File: src/rtl/uart_regbank_pkg.sv
package uart_regbank_pkg;
  localparam int REG_COUNT = 12;
  localparam int PLAIN_N   = 6;

  typedef enum logic [3:0] {
    IDX_DIVLO     = 4'd0,
    IDX_DIVHI     = 4'd1,
    IDX_GCTRL     = 4'd2,
    IDX_LINECTL   = 4'd3,
    IDX_MODEMCTL  = 4'd4,
    IDX_LINESTAT  = 4'd5,
    IDX_MODEMSTAT = 4'd6,
    IDX_SCRATCH   = 4'd7,
    IDX_IENSET    = 4'd8,
    IDX_IENCLR    = 4'd9,
    IDX_TXHOLD    = 4'd10,
    IDX_RXBUF     = 4'd11
  } reg_idx_e;

  typedef enum logic [1:0] {
    ERR_NONE = 2'd0,
    ERR_SIZE = 2'd1,
    ERR_ADDR = 2'd2
  } err_code_e;

  localparam logic [1:0] SIZE_HALF = 2'd1;

  // line status bit positions
  localparam int LS_DR   = 0;
  localparam int LS_OE   = 1;
  localparam int LS_PE   = 2;
  localparam int LS_FE   = 3;
  localparam int LS_BI   = 4;
  localparam int LS_THRE = 5;
  localparam int LS_TEMT = 6;
  localparam int LS_TFI  = 7;
  localparam int MS_SCTS = 0;
  localparam int IE_TXEV = 1;

  // map plain storage slot to its register index
  function automatic int plain_slot(input int s);
    return (s == PLAIN_N - 1) ? int'(IDX_SCRATCH) : s;
  endfunction
endpackage

File: src/rtl/uart_regbank_decode.sv
module uart_regbank_decode
  import uart_regbank_pkg::*;
#(
  parameter int ADDR_W = 6
) (
  input  logic              sel,
  input  logic [ADDR_W-1:0] addr,
  input  logic [1:0]        size,
  output logic              hit,
  output reg_idx_e          idx,
  output logic [REG_COUNT-1:0] hit_vec,
  output err_code_e         code
);
  localparam int IW = ADDR_W - 2;

  logic [IW-1:0] word_idx;
  logic          size_ok;
  logic          addr_ok;

  assign word_idx = addr[ADDR_W-1:2];
  assign size_ok  = (size == SIZE_HALF);
  assign addr_ok  = (addr[1:0] == 2'b00) && (word_idx < IW'(REG_COUNT));
  assign hit      = sel && size_ok && addr_ok;
  assign idx      = reg_idx_e'(word_idx[3:0]);

  // size fault outranks address fault
  always_comb begin
    code = ERR_NONE;
    if (sel && !size_ok)      code = ERR_SIZE;
    else if (sel && !addr_ok) code = ERR_ADDR;
  end

  for (genvar g = 0; g < REG_COUNT; g++) begin : g_hit
    assign hit_vec[g] = hit && (word_idx == IW'(g));
  end
endmodule

File: src/rtl/uart_regbank_ctrl.sv
module uart_regbank_ctrl
  import uart_regbank_pkg::*;
#(
  parameter int DATA_W = 16
) (
  input  logic                 clk,
  input  logic                 rst_n,
  input  logic                 wr_en,
  input  logic [REG_COUNT-1:0] hit_vec,
  input  logic [DATA_W-1:0]    wdata,
  output logic [DATA_W-1:0]    plain_q [PLAIN_N],
  output logic [DATA_W-1:0]    ier_q,
  output logic [7:0]           thr_q
);
  logic unused_hits;
  assign unused_hits = ^{hit_vec[IDX_LINESTAT], hit_vec[IDX_MODEMSTAT], hit_vec[IDX_RXBUF]};

  for (genvar g = 0; g < PLAIN_N; g++) begin : g_plain
    localparam int SLOT = plain_slot(g);
    localparam logic [DATA_W-1:0] RST = (SLOT == int'(IDX_DIVLO)) ? DATA_W'(1) : '0;
    always_ff @(posedge clk or negedge rst_n) begin
      if (!rst_n)                      plain_q[g] <= RST;
      else if (wr_en && hit_vec[SLOT]) plain_q[g] <= wdata;
    end
  end

  always_ff @(posedge clk or negedge rst_n) begin
    if (!rst_n) begin
      ier_q <= '0;
    end else if (wr_en && hit_vec[IDX_IENSET]) begin
      ier_q <= ier_q | wdata;
    end else if (wr_en && hit_vec[IDX_IENCLR]) begin
      ier_q <= ier_q & ~wdata;
    end
  end

  always_ff @(posedge clk or negedge rst_n) begin
    if (!rst_n)                             thr_q <= '0;
    else if (wr_en && hit_vec[IDX_TXHOLD])  thr_q <= wdata[7:0];
  end

  // set then clear behave as OR and AND-NOT
  assert_ier_set_R4: assert property (@(posedge clk) disable iff (!rst_n)
    (wr_en && hit_vec[IDX_IENSET]) |=> ((ier_q & $past(wdata)) == $past(wdata)));
  assert_ier_clr_R4: assert property (@(posedge clk) disable iff (!rst_n)
    (wr_en && hit_vec[IDX_IENCLR]) |=> ((ier_q & $past(wdata)) == '0));
endmodule

File: src/rtl/uart_regbank_status.sv
module uart_regbank_status
  import uart_regbank_pkg::*;
#(
  parameter int DATA_W = 16
) (
  input  logic              clk,
  input  logic              rst_n,
  input  logic              wr_lsr,
  input  logic              wr_msr,
  input  logic [7:0]        wbyte,
  input  logic [4:0]        stat_evt,
  input  logic              cts_evt,
  input  logic              live_dr,
  input  logic              live_thre,
  input  logic              live_temt,
  output logic [DATA_W-1:0] lsr_word,
  output logic [DATA_W-1:0] msr_word
);
  logic [4:0] flags_q;  // {TFI,BI,FE,PE,OE}
  logic [4:0] clr_mask;
  logic       scts_q;
  logic       unused_wbits;

  assign unused_wbits = ^{wbyte[LS_THRE], wbyte[LS_TEMT]};
  assign clr_mask = wr_lsr ? {wbyte[LS_TFI], wbyte[LS_BI], wbyte[LS_FE], wbyte[LS_PE], wbyte[LS_OE]}
                           : 5'b0;

  // clear first, then set: a simultaneous event keeps the flag
  always_ff @(posedge clk or negedge rst_n) begin
    if (!rst_n) flags_q <= '0;
    else        flags_q <= (flags_q & ~clr_mask) | stat_evt;
  end

  always_ff @(posedge clk or negedge rst_n) begin
    if (!rst_n)                          scts_q <= 1'b0;
    else if (cts_evt)                    scts_q <= 1'b1;
    else if (wr_msr && wbyte[MS_SCTS])   scts_q <= 1'b0;
  end

  always_comb begin
    lsr_word          = '0;
    lsr_word[LS_DR]   = live_dr;
    lsr_word[LS_OE]   = flags_q[0];
    lsr_word[LS_PE]   = flags_q[1];
    lsr_word[LS_FE]   = flags_q[2];
    lsr_word[LS_BI]   = flags_q[3];
    lsr_word[LS_THRE] = live_thre;
    lsr_word[LS_TEMT] = live_temt;
    lsr_word[LS_TFI]  = flags_q[4];
    msr_word          = '0;
    msr_word[MS_SCTS] = scts_q;
  end

  // an event pulse always leaves its flag set
  assert_evt_sets_R6: assert property (@(posedge clk) disable iff (!rst_n)
    (|stat_evt) |=> ((flags_q & $past(stat_evt)) == $past(stat_evt)));
  // a one written without a colliding event clears the OE flag
  assert_w1c_oe_R6: assert property (@(posedge clk) disable iff (!rst_n)
    (wr_lsr && wbyte[LS_OE] && !stat_evt[0]) |=> !flags_q[0]);
  // the change event wins over a clear
  assert_cts_wins_R7: assert property (@(posedge clk) disable iff (!rst_n)
    cts_evt |=> scts_q);
endmodule

File: src/rtl/uart_regbank.sv
module uart_regbank
  import uart_regbank_pkg::*;
#(
  parameter int ADDR_W = 6,
  parameter int DATA_W = 16
) (
  input  logic              clk,
  input  logic              rst_n,
  input  logic              bus_sel,
  input  logic              bus_we,
  input  logic [ADDR_W-1:0] bus_addr,
  input  logic [1:0]        bus_size,
  input  logic [DATA_W-1:0] bus_wdata,
  output logic [DATA_W-1:0] bus_rdata,
  output logic              bus_err,
  output logic [1:0]        bus_err_code,
  output logic              tx_valid,
  output logic [7:0]        tx_data,
  output logic              tx_event,
  output logic              rx_pop,
  input  logic [7:0]        rx_data,
  input  logic              live_dr,
  input  logic              live_thre,
  input  logic              live_temt,
  input  logic [4:0]        stat_evt,
  input  logic              cts_evt
);
  logic                 hit;
  reg_idx_e             idx;
  logic [REG_COUNT-1:0] hit_vec;
  err_code_e            code;
  logic                 wr_en;
  logic [DATA_W-1:0]    plain_q [PLAIN_N];
  logic [DATA_W-1:0]    ier_q;
  logic [7:0]           thr_q;
  logic [DATA_W-1:0]    lsr_word;
  logic [DATA_W-1:0]    msr_word;

  uart_regbank_decode #(.ADDR_W(ADDR_W)) u_dec (
    .sel(bus_sel), .addr(bus_addr), .size(bus_size),
    .hit(hit), .idx(idx), .hit_vec(hit_vec), .code(code)
  );

  assign wr_en = hit && bus_we;

  uart_regbank_ctrl #(.DATA_W(DATA_W)) u_ctrl (
    .clk(clk), .rst_n(rst_n), .wr_en(wr_en), .hit_vec(hit_vec),
    .wdata(bus_wdata), .plain_q(plain_q), .ier_q(ier_q), .thr_q(thr_q)
  );

  uart_regbank_status #(.DATA_W(DATA_W)) u_stat (
    .clk(clk), .rst_n(rst_n),
    .wr_lsr(wr_en && hit_vec[IDX_LINESTAT]),
    .wr_msr(wr_en && hit_vec[IDX_MODEMSTAT]),
    .wbyte(bus_wdata[7:0]), .stat_evt(stat_evt), .cts_evt(cts_evt),
    .live_dr(live_dr), .live_thre(live_thre), .live_temt(live_temt),
    .lsr_word(lsr_word), .msr_word(msr_word)
  );

  assign bus_err      = (code != ERR_NONE);
  assign bus_err_code = code;
  assign tx_valid     = wr_en && hit_vec[IDX_TXHOLD];
  assign tx_data      = bus_wdata[7:0];
  assign tx_event     = tx_valid && ier_q[IE_TXEV];
  assign rx_pop       = hit && !bus_we && hit_vec[IDX_RXBUF];

  always_comb begin
    bus_rdata = '0;
    if (hit && !bus_we) begin
      unique case (idx)
        IDX_DIVLO:     bus_rdata = plain_q[0];
        IDX_DIVHI:     bus_rdata = plain_q[1];
        IDX_GCTRL:     bus_rdata = plain_q[2];
        IDX_LINECTL:   bus_rdata = plain_q[3];
        IDX_MODEMCTL:  bus_rdata = plain_q[4];
        IDX_SCRATCH:   bus_rdata = plain_q[PLAIN_N-1];
        IDX_LINESTAT:  bus_rdata = lsr_word;
        IDX_MODEMSTAT: bus_rdata = msr_word;
        IDX_IENSET,
        IDX_IENCLR:    bus_rdata = ier_q;
        IDX_TXHOLD:    bus_rdata = DATA_W'(thr_q);
        IDX_RXBUF:     bus_rdata = DATA_W'(rx_data);
        default:       bus_rdata = '0;
      endcase
    end
  end

  // a size fault is reported as such regardless of offset
  assert_size_first_R2: assert property (@(posedge clk) disable iff (!rst_n)
    (bus_sel && bus_size != SIZE_HALF) |-> (bus_err && bus_err_code == 2'd1));
  // a rejected access is silent
  assert_err_quiet_R3: assert property (@(posedge clk) disable iff (!rst_n)
    bus_err |-> (!tx_valid && !rx_pop && bus_rdata == '0));
  assert_err_no_update_R3: assert property (@(posedge clk) disable iff (!rst_n)
    bus_err |=> (ier_q == $past(ier_q) && thr_q == $past(thr_q)
                 && plain_q[PLAIN_N-1] == $past(plain_q[PLAIN_N-1])));
  // a write at the receive buffer never pops
  assert_rx_write_ignored_R8: assert property (@(posedge clk) disable iff (!rst_n)
    (bus_sel && bus_we) |-> !rx_pop);
  // the event needs both the byte strobe and the registered enable
  assert_tx_event_gate_R10: assert property (@(posedge clk) disable iff (!rst_n)
    tx_event |-> (tx_valid && ier_q[IE_TXEV]));
endmodule

File: config.mk
export PLATFORM = sky130hd
export DESIGN_NAME = uart_regbank
export DESIGN_NICKNAME = d
export VERILOG_FILES = /design/src/rtl/uart_regbank_pkg.sv /design/src/rtl/uart_regbank_decode.sv /design/src/rtl/uart_regbank_ctrl.sv /design/src/rtl/uart_regbank_status.sv /design/src/rtl/uart_regbank.sv
export SDC_FILE = /design/constraint.sdc
export NUM_CORES = 1
export LEC_CHECK = 0
export CORE_ASPECT_RATIO = 1.5
export CORE_MARGIN = 4
export CORE_UTILIZATION = 45
export DETAILED_ROUTE_END_ITERATION = 12
export GPL_TIMING_DRIVEN = 1
export MAX_ROUTING_LAYER = met4
export PLACE_DENSITY_LB_ADDON = 0.2
export REMOVE_ABC_BUFFERS = 1
export SLEW_MARGIN = 10
export SYNTH_ARGS = -nofsm -noshare
export SYNTH_HDL_FRONTEND = slang
export SYNTH_SLANG_ARGS = --single-unit
File: constraint.sdc
create_clock -name clk -period 4.8 [get_ports clk]
set_input_delay 0.72 -clock clk [delete_from_list [all_inputs] [get_ports clk]]
set_output_delay 0.72 -clock clk [all_outputs]
set_load 0.005 [all_outputs]
==> results of run 1 <==
-- cells in the mapped netlist, drive strengths merged (2+ instances only) --
master,count
a21o,10
a21oi,5
a221oi,2
a222oi,12
a22o,3
a22oi,22
a31oi,15
a32oi,3
a41oi,2
and3,5
and3b,2
and4,2
buf,32
clkbuf,15
dfrtp,125
inv,21
mux2,107
mux2i,24
nand2,36
nand2b,3
nand3,3
nand3b,3
nand4,3
nor2,5
nor2b,5
nor3,5
nor4b,3
nor4bb,2
o211ai,3
o21ai,3
o32a,2
-- final timing paths --
kind	start	end	slack (ps)	cells past startpoint
max in group asynchronous	rst_n	u_ctrl.plain_q[48]	3410	2
worst max register to register	u_ctrl.thr_q[1]	u_ctrl.thr_q[1]	4010	1
worst min register to register	u_stat.flags_q[0]	u_stat.flags_q[0]	470	1
worst min-delay path	rst_n	async pin	410	1
worst max-delay path	bus_addr[3]	bus_rdata[4]	680	7
min in group clk	u_stat.flags_q[0]	u_stat.flags_q[0]	470	1
-- cell type report --
type | instances | area [sq um]
Clock buffer | 23 | 488
Clock inverter | 6 | 109
Tap cell | 192 | 240
Multi-Input combinational cell | 300 | 2880
Sequential cell | 126 | 3150
Fill cell | 1176 | 6130
Timing Repair Buffer | 97 | 906
Inverter | 21 | 78.8
-- power groups by stage --
stage          Sequential [mW]  Clock (mW)  Combinational, mW
2_1_floorplan             1.11           0             0.0637
3_3_place_gp              1.11           0              0.192
3_5_place_dp              1.11           0              0.196
4_1_cts                   1.10        1.33              0.197
5_1_grt                   1.10        1.38              0.211
6_report                  1.10        1.31              0.194
-- routing by layer --
layer	vias up	part of all wire [%]
met3	33	5.1
met5	-	0
met2	143	51
met1	2213	41
li1	1943	-
met4	0	2.6
-- stage by stage --
stage,std cells,cell area (sq um),worst slack [ps]
finish,765,7860,679
floorplan,447,6110,1440
global route,765,7860,548
global placement,736,7260,669
CTS,765,7860,664
detailed placement,736,7260,672
-- kinds of logic (layout without fill, tap and decap cells) --
logic type | count (synthesis) | count (layout)
multiplexers | 131 | 131
buffers and inverters | 68 | 147
AND/OR/NAND/NOR | 83 | 83
flip-flops | 126 | 126
AO/OA/AOI/OAI | 86 | 86
==> results.cfg, run 1 <==
[status]
run_status = finished clean

[placed_design]
detailed_place_hpwl_um = 10900
port_buffers = 74
place_congestion = 0.868

[logic_synthesis]
share_of_synthesized_cell_area_in_full_adder_half_adder_and_majority_cells_pct = 0
ys_top_cells_by_area = sky130_fd_sc_hd__dfrtp_1 (49%), sky130_fd_sc_hd__mux2_4 (14%), sky130_fd_sc_hd__mux2_2 (7.9%)
netlist_instances = 494
synth-main-ff-cell = sky130_fd_sc_hd__dfrtp_1
synth_enable_flop_cells = 0
synth_largest_type_area_fraction_pct = 48.9
synthSimpleGateAreaFrac_pct = 8.41
synth_compound_gate_area_share_pct = 10.4
synth.area.mux_share_pct = 26.1
yosysWarningCount = 0
synth-seq-area-share_pct = 49.3
synth_top_family_by_area = multiplexers
yosys.area.top_type = sky130_fd_sc_hd__dfrtp_1
synth_area_per_cell_sq_um = 12.9
async_flop_share_pct = 100
netlist-cell-type-count = 51
postSynthRegisterBits = 126
synth_xor_xnor_area_share_pct = 0
post_synthesis_instance_area_sq_um = 6390

[power]
power.switching_mw = 0.561
share_clk_of_total_power_pct = 50.3
p_leak_nw = 3.89
p_comb_share_pct = 7.5
sw_frac_of_total_pct = 21.6
overall_power_mw = 2.60
seq_power_share_pct = 42.2
areal_power_density_over_the_cells_nw_per_um2 = 331
cellInternalPower_mw = 2.04
ir_drop_v = 0.000182

[timing]
setup_viol = 0
finalClockSkew_ps = 0
rsz0062_at_grt = no
final.min_clock_period_ps = 4120
slew_violations = 0
slew_headroom_pct = 40.0
hold_ws_ps = 405
fin_setup_tns_ps = 0
tightest_slew_ps = 900
timing.final.hold_violations = 0
timing.final.crit_share_pct = 85.9
timing.fmax_mhz = 243

[setup_path]
critical-path-top-delay-family = buffers and inverters
timing.critical_path.cells = clkdlybuf4s50_1, buf_4, nor2b_1, a22oi_1, o32a_1, a31oi_1, clkdlybuf4s50_1
path_common_cell = sky130_fd_sc_hd__clkdlybuf4s50_1
arrival_ps = 3400
crit_path_max_fanout = 22
endpoint_kind = primary output
slowest_library_cell_on_the_worst_path = sky130_fd_sc_hd__clkdlybuf4s50_1
timing.critical_path.slowest_cell_delay_ps = 690
cp_num_buf_inv = 3
setup.worst_path.class = primary input to primary output
critPathLaunchType = primary input
critical_path_required_ps = 4080

[global_route]
globalRouteMet1Util_pct = 26.9
met2_usage_pct = 35.8
grt_use_met3_pct = 4.75
grt_antenna_before_repair = 0
grt_overflow = 0
global_route.usage.total_pct = 22.0
first_global_vias = 4599
pin_count_of_the_biggest_net_entering_global_routing = 65
global_route.peak_usage_layer = met2
grt_pass1_wl_um = 26700

[cts]
cts-resized-gates = 0
clockBufferDepth = 2
cts-htree-levels = 4
cts_setup_buffers = 0
cts-buffers-inserted = 17
clk_pin_slew_worst_paths_ps = 60
cts_sinks = 126
cts.root.buffer_cell = sky130_fd_sc_hd__clkbuf_16
insertion_delay_ps = 410
ctsHoldBuffers = 0
tritoncts = done

[routing]
drtAntennaViolNets = 0
avgRoutedWirePerCell_um = 22.0
num_vias = 4332
drt-initial-drc-count = 280
wirelength_um = 16800
vias_per_cell = 5.66
dr.pass1.iters = 7
drt_drc_violations_left = 0

[final_layout]
diodes = 0
share_of_post_route_cells_with_drive_strength_above_1_pct = 30.4
layout_common_cells = sky130_fd_sc_hd__dfrtp_1 (125), sky130_fd_sc_hd__clkdlybuf4s50_1 (72), sky130_fd_sc_hd__mux2_4 (60)
final_core_utilization_pct = 56.2
layout.nets = 608
layout_commonest_cell = sky130_fd_sc_hd__dfrtp_1
synthToLayoutAreaGrowth_pct = 22.9

[die]
die_width_um = 105
initial_utilization_pct = 45.7
core_area_sq_um = 14000
num_io_pins = 75
fp.dieH_um = 154
fp.dieArea_sq_um = 16200
std_cell_rows = 53

[job]
maxCapViolCount = 0

[worst_hold_path]
min-delay-path-class = primary input to async pin
(Power assumes the default switching activity.)
==> run 2, diff against run 1 <==
- ABC_CLOCK_PERIOD_IN_PS: unset -> 4130
- clock period: 4.8 -> 4.13 ns (I/O delays scaled with it)
==> results.cfg, run 2 (same netlist as run 1, synthesis figures left out) <==
[status]
run_status = finished clean

[power]
overall_power_mw = 2.96
ir_drop_v = 0.000231
areal_power_density_over_the_cells_nw_per_um2 = 377
p_leak_nw = 3.89

[global_route]
grt_antenna_before_repair = 0
grt_pass1_wl_um = 26600
grt_overflow = 0
first_global_vias = 4840
pin_count_of_the_biggest_net_entering_global_routing = 67
global_route.usage.total_pct = 21.8

[die]
std_cell_rows = 53
fp.dieH_um = 154
fp.dieArea_sq_um = 16200
die_width_um = 105
initial_utilization_pct = 45.7
num_io_pins = 75
core_area_sq_um = 14000

[routing]
wirelength_um = 16600
top_layer_used = met4
drt_drc_violations_left = 0
wl_met2_um = 8700
drtAntennaViolNets = 0
avgRoutedWirePerCell_um = 21.6
wirelength_met1_um = 6710
routed-wl-met3_um = 714
vias_per_cell = 5.77
num_vias = 4422
dr.pass1.iters = 5
drt-initial-drc-count = 260

[setup_path]
crit_path_max_fanout = 9
setup.worst_path.class = primary input to primary output
critPathLaunchType = primary input
arrival_ps = 3220
critical_path_required_ps = 3510
endpoint_kind = primary output

[timing]
timing.fmax_mhz = 261
timing.final.hold_violations = 0
timing.final.crit_share_pct = 92.8
final.min_clock_period_ps = 3830
finalClockSkew_ps = 0
slew_violations = 0
tightest_slew_ps = 887
slew_headroom_pct = 40.9
fin_setup_tns_ps = 0
rsz0062_at_grt = no
setup_viol = 0
postLayoutSetupSlackWorst_ps = 295

[worst_hold_path]
min-delay-path-class = primary input to async pin

[placed_design]
dp_slack_ps = 357
detailed_place_hpwl_um = 10900
place_congestion = 0.921
port_buffers = 74

[cts]
cts-buffers-inserted = 17
cts_setup_buffers = 0
cts-resized-gates = 0
insertion_delay_ps = 400
cts.root.buffer_cell = sky130_fd_sc_hd__clkbuf_16
clockBufferDepth = 2
ctsHoldBuffers = 0
tritoncts = done
clk_pin_slew_worst_paths_ps = 60
cts-htree-levels = 4
cts_sinks = 126

[final_layout]
layout_common_cells = sky130_fd_sc_hd__dfrtp_1 (125), sky130_fd_sc_hd__clkdlybuf4s50_1 (72), sky130_fd_sc_hd__mux2_4 (60)
share_of_post_route_cells_with_drive_strength_above_1_pct = 30.5
synthToLayoutAreaGrowth_pct = 23.1
layout_commonest_cell = sky130_fd_sc_hd__dfrtp_1
diodes = 0
layout.nets = 610

[job]
maxCapViolCount = 0
-- run 2: cell types whose count changed in the layout (fill, tap and decap cells not counted) --
cell | previous run | this run
sky130_fd_sc_hd__buf_12 | 0 | 2
sky130_fd_sc_hd__clkinv_2 | 2 | 0
sky130_fd_sc_hd__clkinvlp_4 | 0 | 2
sky130_fd_sc_hd__bufinv_16 | 3 | 2
-- run 2: path summary, 6_finish.rpt --
check                                   from                end  slack, ps  depth (start not counted)
max                              bus_addr[5]       bus_rdata[2]        300                          8
min                                    rst_n          async pin        280                          1
max reg2reg                  u_ctrl.thr_q[4]    u_ctrl.thr_q[4]       3340                          1
min reg2reg                u_stat.flags_q[0]  u_stat.flags_q[0]        490                          1
max in group asynchronous              rst_n          async pin       3020                          2
min in group clk           u_stat.flags_q[0]  u_stat.flags_q[0]        490                          1
-- run 2: power breakdown --
part	internal, mW	switching [mW]
clock	0.940	0.521
combinational	0.110	0.118
sequential	1.26	0.0148
-- run 2: worst max-delay path, cell delays in order --
cell and delay (ps):
sky130_fd_sc_hd__clkdlybuf4s50_1 770, sky130_fd_sc_hd__buf_4 240, sky130_fd_sc_hd__nor2b_2 50, sky130_fd_sc_hd__and3_1 250, sky130_fd_sc_hd__buf_4 220, sky130_fd_sc_hd__a222oi_1 410
sky130_fd_sc_hd__a31oi_1 170, sky130_fd_sc_hd__clkdlybuf4s50_1 470
-- run 2: metrics by stage --
stage	hold slack, ps	std cells	cell area (sq um)	util [%]
floorplan	324	447	6110	-
finish	281	766	7870	56.3
global placement	468	738	7300	52.2
detailed placement	473	738	7300	52.2
CTS	312	766	7870	56.3
global route	340	766	7870	56.3
-- run 2: final cells by class --
cell class,count,area (sq um)
inverters,21,78.8
flip-flops and latches,126,3150
repair buffers,99,946
fillers,1206,6120
clock buffers,23,488
multi-input cells,300,2880
clock inverters,5,83.8
well taps,192,240
-- run 2: layer usage --
layer,GRT usage [%],vias to the layer above
li1,-,1960
met1,25.6,2275
met2,36.3,156
met3,4.24,31
met4,9.32,0
met5,-,-
==> run 3, diff against run 2 <==
- CTS_CLUSTER_DIAMETER: unset -> 60
==> results of run 3 <==
No change in the layout: final DEF, timing and power equal those of run 2.
